## src/rtl/olmc_pkg.sv

```systemverilog
package olmc_pkg;
    typedef enum logic [1:0] {
        CFG_REG_OUT    = 2'd0,
        CFG_REG_COMB   = 2'd1,
        CFG_CPLX_IO    = 2'd2,
        CFG_SIMPLE_OUT = 2'd3
    } cell_cfg_e;
endpackage

```

## src/rtl/olmc_decode.sv

```systemverilog
module olmc_decode
    import olmc_pkg::*;
(
    input  logic      glb_sync,
    input  logic      glb_arch,
    input  logic      cell_io,
    output cell_cfg_e cfg
);
    always_comb begin
        unique case ({glb_sync, glb_arch})
            2'b01:   cfg = cell_io ? CFG_REG_COMB : CFG_REG_OUT;
            2'b11:   cfg = CFG_CPLX_IO;
            default: cfg = CFG_SIMPLE_OUT;
        endcase
    end
endmodule

```

## src/rtl/olmc_or.sv

```systemverilog
module olmc_or #(
    parameter int N = 8
) (
    input  logic [N-1:0] terms,
    output logic         any_hit
);
    logic [N:0] chain;
    assign chain[0] = 1'b0;
    for (genvar gi = 0; gi < N; gi++) begin : g_or
        assign chain[gi+1] = chain[gi] | terms[gi];
    end
    assign any_hit = chain[N];
endmodule

```

## src/rtl/olmc_reg.sv

```systemverilog
module olmc_reg (
    input  logic clk,
    input  logic rst_n,
    input  logic load,
    input  logic load_val,
    input  logic d,
    output logic q
);
    always_ff @(posedge clk or negedge rst_n) begin
        if (!rst_n)    q <= 1'b0;
        else if (load) q <= load_val;
        else           q <= d;
    end
endmodule

```

## src/rtl/olmc_cell.sv

```systemverilog
module olmc_cell
    import olmc_pkg::*;
#(
    parameter int NTERM = 8
) (
    input  logic             clk,
    input  logic             rst_n,
    input  logic             glb_sync,
    input  logic             glb_arch,
    input  logic             cell_io,
    input  logic             cell_pol,
    input  logic             edge_cell,
    input  logic             core_cell,
    input  logic [NTERM-1:0] pterm,
    input  logic             oe_n,
    input  logic             pin_in,
    input  logic             adj_in,
    input  logic             preload_en,
    input  logic             preload_val,
    output logic             pin_out,
    output logic             pin_oe,
    output logic             fb_out
);
    localparam int NDATA   = NTERM - 1;
    localparam int OE_TERM = 0;

    cell_cfg_e cfg;
    logic      sum_all;
    logic      sum_data;
    logic      reg_q;
    logic      data_lvl;

    olmc_decode u_dec (
        .glb_sync (glb_sync),
        .glb_arch (glb_arch),
        .cell_io  (cell_io),
        .cfg      (cfg)
    );

    olmc_or #(.N(NTERM)) u_sum_all (
        .terms   (pterm),
        .any_hit (sum_all)
    );

    olmc_or #(.N(NDATA)) u_sum_data (
        .terms   (pterm[NTERM-1:OE_TERM+1]),
        .any_hit (sum_data)
    );

    olmc_reg u_reg (
        .clk      (clk),
        .rst_n    (rst_n),
        .load     (preload_en),
        .load_val (preload_val),
        .d        (sum_all),
        .q        (reg_q)
    );

    always_comb begin
        unique case (cfg)
            CFG_REG_OUT: begin
                data_lvl = reg_q;
                pin_oe   = ~oe_n;
                fb_out   = ~reg_q;
            end
            CFG_REG_COMB: begin
                data_lvl = sum_data;
                pin_oe   = pterm[OE_TERM];
                fb_out   = pin_in;
            end
            CFG_CPLX_IO: begin
                data_lvl = sum_data;
                pin_oe   = pterm[OE_TERM];
                fb_out   = edge_cell ? 1'b0 : pin_in;
            end
            CFG_SIMPLE_OUT: begin
                data_lvl = sum_all;
                pin_oe   = 1'b1;
                fb_out   = core_cell ? 1'b0 : adj_in;
            end
            default: begin
                data_lvl = 1'b0;
                pin_oe   = 1'b0;
                fb_out   = 1'b0;
            end
        endcase
    end

    assign pin_out = cell_pol ? data_lvl : ~data_lvl;
endmodule

```

## config.mk

```make
export PLATFORM = sky130hd
export DESIGN_NAME = olmc_cell
export DESIGN_NICKNAME = d
export VERILOG_FILES = /design/src/rtl/olmc_pkg.sv /design/src/rtl/olmc_decode.sv /design/src/rtl/olmc_or.sv /design/src/rtl/olmc_reg.sv /design/src/rtl/olmc_cell.sv
export SDC_FILE = /design/constraint.sdc
export NUM_CORES = 1
export LEC_CHECK = 0
export ABC_AREA = 1
export BUFFER_PORTS_ARGS = -buffer_cell sky130_fd_sc_hd__buf_4
export CORE_AREA = 2 2 39 41
export DETAILED_ROUTE_END_ITERATION = 7
export DIE_AREA = 0 0 41 43
export PLACE_DENSITY = 0.53
export SLEW_MARGIN = 20
export SYNTH_ARGS = -nofsm -noshare
export SYNTH_HDL_FRONTEND = slang
export SYNTH_SLANG_ARGS = --single-unit
export TNS_END_PERCENT = 100
```

## constraint.sdc

```tcl
create_clock -name clk -period 0.9 [get_ports clk]
set_clock_uncertainty 0.2 [all_clocks]
set_input_delay 0.09 -clock clk [delete_from_list [all_inputs] [get_ports clk]]
set_output_delay 0.09 -clock clk [all_outputs]
set_load 0.1 [all_outputs]
```

Yosys cells after proc, flatten, opt, wreduce, memory -nomap -nowiden
Index checks and enable logic that the tools add are counted.
{"block": "totals", "reg_bits": 1, "inputBits": 21, "out_inout_bits": 3, "wordCells": 33}
{"block": "op_classes", "eq_ne": 5, "muxes": 9, "n_bitwise": 16, "reduce_logical": 2}
{"op": "1-bit OR", "n": 13}
{"op": "2-bit equality test, second input constant", "n": 3}
{"op": "1-bit case mux with 3 select lines", "n": 2}
{"op": "1-bit 2-to-1 mux", "n": 5}
{"op": "2-bit by 1-bit equality test with 1-bit output, second input constant", "n": 2}
{"op": "1-bit case mux with 4 select lines", "n": 1}
{"op": "2-bit case mux with 2 select lines", "n": 1}
{"op": "1-bit inverter", "n": 3}
{"op": "2-bit zero test", "n": 1}
{"op": "2-bit OR reduction", "n": 1}

Logic depth before layout (Yosys ltp)
{"block": "logic_depth", "depth_word": 10, "depth_mapped": 7}

Cells and area by module
From an unflattened synthesis, not the netlist that was laid out.
{"block": "hier_totals", "cells_unflattened": 63, "hier_area_um2": 310.3}
{"module": "olmc_cell", "instances": 1, "cells_each": 27, "area_per_inst_um2": 153.9}
{"module": "olmc_or at u_sum_all", "instances": 1, "cells_each": 15, "area_per_inst_um2": 56.3}
{"module": "olmc_or at u_sum_data", "instances": 1, "cells_each": 12, "area_per_inst_um2": 45.0}
{"module": "olmc_reg", "instances": 1, "cells_each": 5, "area_per_inst_um2": 40.0}
{"module": "olmc_decode", "instances": 1, "cells_each": 4, "area_per_inst_um2": 15.0}

Worst setup path after synthesis
OpenSTA, ideal clock, no wires.
{"block": "synth_timing", "path_type": "input -> output", "from": "input glb_arch", "to": "output fb_out", "arrival_time_ns": 1.646, "required_ns": 0.610, "slack_ns": -1.036, "path_stages": 3, "path_buffers": 0, "cell_sequence": "inv_2 nand2_1 o211ai_1"}
{"block": "synth_via", "elab_chain_cells": 4, "word_cells_on_any_way": 8, "cone_classes": "eq/ne: 5; mux: 2; reduce/logical: 1"}
{"element": "start, declared", "line": "olmc_cell.sv:9", "rtl": "input logic glb_arch,"}
{"element": "2-bit equality test / 2-bit by 1-bit equality test with 1-bit output (equally long branches)", "line": "olmc_decode.sv:10", "rtl": "unique case ({glb_sync, glb_arch})"}
{"element": "2-bit case mux with 2 select lines (*)", "line": "olmc_decode.sv:10"}
{"element": "2-bit equality test, or another cell as far along", "line": "olmc_cell.sv:60", "rtl": "unique case (cfg)"}
{"element": "1-bit case mux with 4 select lines (*)", "line": "olmc_cell.sv:60"}
{"element": "end, declared", "line": "olmc_cell.sv:22", "rtl": "output logic fb_out"}
Mark *: on every way between the ends. The rest lies on a longest branch, timed or not.

Worst setup path in the final report
{"block": "layout_timing", "from": "input glb_sync", "to": "output pin_out"}
{"block": "layout_via", "elab_chain_cells": 7, "word_cells_on_any_way": 11, "cone_classes": "eq/ne: 5; mux: 3; bitwise: 1; reduce/logical: 2"}
{"element": "start, declared", "line": "olmc_cell.sv:8", "rtl": "input logic glb_sync,"}
{"element": "2-bit equality test / 2-bit by 1-bit equality test with 1-bit output (equally long branches)", "line": "olmc_decode.sv:10"}
{"element": "2-bit case mux with 2 select lines (*)", "line": "olmc_decode.sv:10"}
{"element": "2-bit equality test / 2-bit by 1-bit equality test with 1-bit output (equally long branches)", "line": "olmc_cell.sv:60"}
{"element": "2-bit OR reduction (no line)"}
{"element": "1-bit case mux with 3 select lines (*)", "line": "olmc_cell.sv:60"}
{"element": "1-bit inverter", "line": "olmc_cell.sv:89", "rtl": "assign pin_out = cell_pol ? data_lvl : ~data_lvl;"}
{"element": "1-bit 2-to-1 mux (*)", "line": "olmc_cell.sv:89"}
{"element": "end, declared", "line": "olmc_cell.sv:20", "rtl": "output logic pin_out,"}
Marked as above.

==> results.tsv <==
metric	value	unit
I/O pin cnt	24	
die area	1760	µm²
Final setup viols	3	
status	complete, but fails checks	
startpoint types	primary input	
number of max-cap violations	0	
Remaining DRCs	0	
GRT Overall Usage	0.0731	
endpoint class of the critical path	primary output	
Worst-Margin Slew	0.201	ns
placed instance count	77	
Pwr per Cell Area	606	nW/µm²
first-pass GRT wire length	972	µm
synthesized area	175	µm²
Final min period	1.18	ns
Biggest register	u_reg.q	
pin count of the biggest net entering global routing	4	
DRT Pass-1 Iters	1	
row count	14	
Max-slew headroom	0.866	
die width	41	µm
hold endpoint	u_reg.q	
share of layout cells above drive strength 1	0.726	
PortBufs	23	
register area share after synthesis	0.143	
initial antenna violation count	0	
WHS	0.173	ns
biggest regs	u_reg.q x1	
syn_area_per_cell	5.15	µm²
Ant. Diodes	0	
Starting Density	0.127	
HP Start	preload_val	
Routed WL	624	µm
setup slack after layout	-0.284	ns
VDD IR max	0.251	mV
RSZ-0062 raised after global routing	true	
total grt overflow	0	
CP Launch Point	glb_sync	
Slew Viols, Final	0	
CP Max Fanout	3	
DR iter-0 viols	0	
Final ANT Viol Nets	0	
min-delay worst type	primary input to flop	
Detail Placement HPWL	527	µm
Ys Warns	0	
Area Overhead vs Synth	236	%
Clock transition at path regs	0	ns
nets	85	
final cell count without fillers	78	
Crit-path slowest cell	buf_12	
worst path arrival time	0.89	ns
Worst Path Required	0.61	ns
LEAKAGE	0.000289	µW
routability cong.	0.637	
period utilisation layout	1.32	
register bit total from synthesis	1	
vias in the first global route	262	
worst hold path depth	3	
unique cell type count in the Yosys netlist	13	
DR vias/cell	3.94	
max FFs per register	1	
via count	307	
core footprint	1380	µm²
Die H	43	µm
Syn Nets	55	
fmax	0.845	GHz
CP Cell Sequence	buf_8 > o21ai_4 > nand2_1 > nand2_2 > nand3_2 > nand2_8 > buf_12	
Setup CP Type	primary input to primary output	
failing checks	negative setup slack	
wire length per cell	8.00	µm
Final Hold Fails	0	
Worst path max stage delay	0.16	ns
Post-Syn Instances	34	
-- critical path: cells and delay by family --
kind | cells | cell delay, ns
AO/OA/AOI/OAI | 1 | 0.15
AND/OR/NAND/NOR | 4 | 0.39
buffers and inverters | 2 | 0.27
-- final cells by class --
| class | count | area, µm² |
|---|---|---|
| Tap cell | 16 | 20.0 |
| Fill cell | 151 | 796 |
| Sequential cell | 1 | 25.0 |
| Timing Repair Buffer | 28 | 292 |
| Multi-Input combinational cell | 25 | 205 |
| Inverter | 8 | 46.3 |
-- where the power goes --
group / internal (µW) / switching (µW) / leakage (µW)
Clock: 0 / 0 / 0
Sequential: 48.1 / 0.671 / 0.0000103
Combinational: 154 / 153 / 0.000278
Total: 203 / 154 / 0.000289
-- cell families (layout without fill, tap and decap cells) --
kind of cell / count (synthesis) / in the layout / synth area share
and+or+nand+nor: 21 / 21 / 0.550
AOI/OAI and AO/OA: 4 / 4 / 0.136
buffers and inverters: 8 / 36 / 0.171
DFF: 1 / 1 / 0.143
-- synth_stat cells --
library cell	instances	share of area
dfrtp_1	1	0.14
nor2_2	1	0.036
a31oi_1	1	0.036
nand2_1	11	0.24
nor2_1	4	0.086
inv_1	7	0.15
o211ai_1	1	0.043
nand3b_1	1	0.043
inv_2	1	0.021
nand3_1	2	0.057
o21ai_1	2	0.057
nand2_2	1	0.036
nor3_2	1	0.057
-- layout by cell type, fill, tap and decap left out, types with 3 or more instances in the layout --
cell type,count
buf_4,14
buf_12,3
nor2_4,3
nand2_1,4
nand2_2,6
buf_6,9
inv_1,6
-- worst max path at each step --
stage | end | slack, ns | cells past startpoint
2_1_floorplan | fb_out | -1.02 | 3
3_3_place_gp | pin_out | -0.45 | 7
3_5_place_dp | pin_out | -0.47 | 9
4_1_cts | pin_out | -0.33 | 9
5_1_grt | pin_out | -0.37 | 9
6_report | pin_out | -0.28 | 7
-- per-stage QoR --
stage	setup slack, ns	utilization	power, µW	instance area [µm²]	setup TNS [ns]
after floorplan	-1.02	-	174	221	-1.48
after global placement	-0.454	0.321	283	444	-1.20
after detailed placement	-0.471	0.321	284	444	-1.23
after CTS	-0.325	0.388	334	537	-0.844
after global routing	-0.369	0.425	375	588	-1.01
final	-0.284	0.425	356	588	-0.813
-- timing repair --
action	in CTS	in global routing
hold endpoints to repair	1	0
pin swaps	9	10
buffers inserted	0	0
gates resized for setup	20	14
hold buffers	1	0
setup endpoints to repair	3	4
-- metal layers --
layer | vias up | global-route usage | routed length [µm]
met4 | 0 | 0 | 0
li1 | 162 | - | -
met1 | 128 | 0.112 | 231
met3 | 0 | 0 | 52
met2 | 17 | 0.119 | 340
met5 | - | 0 | 0
(Power assumes the default switching activity.)
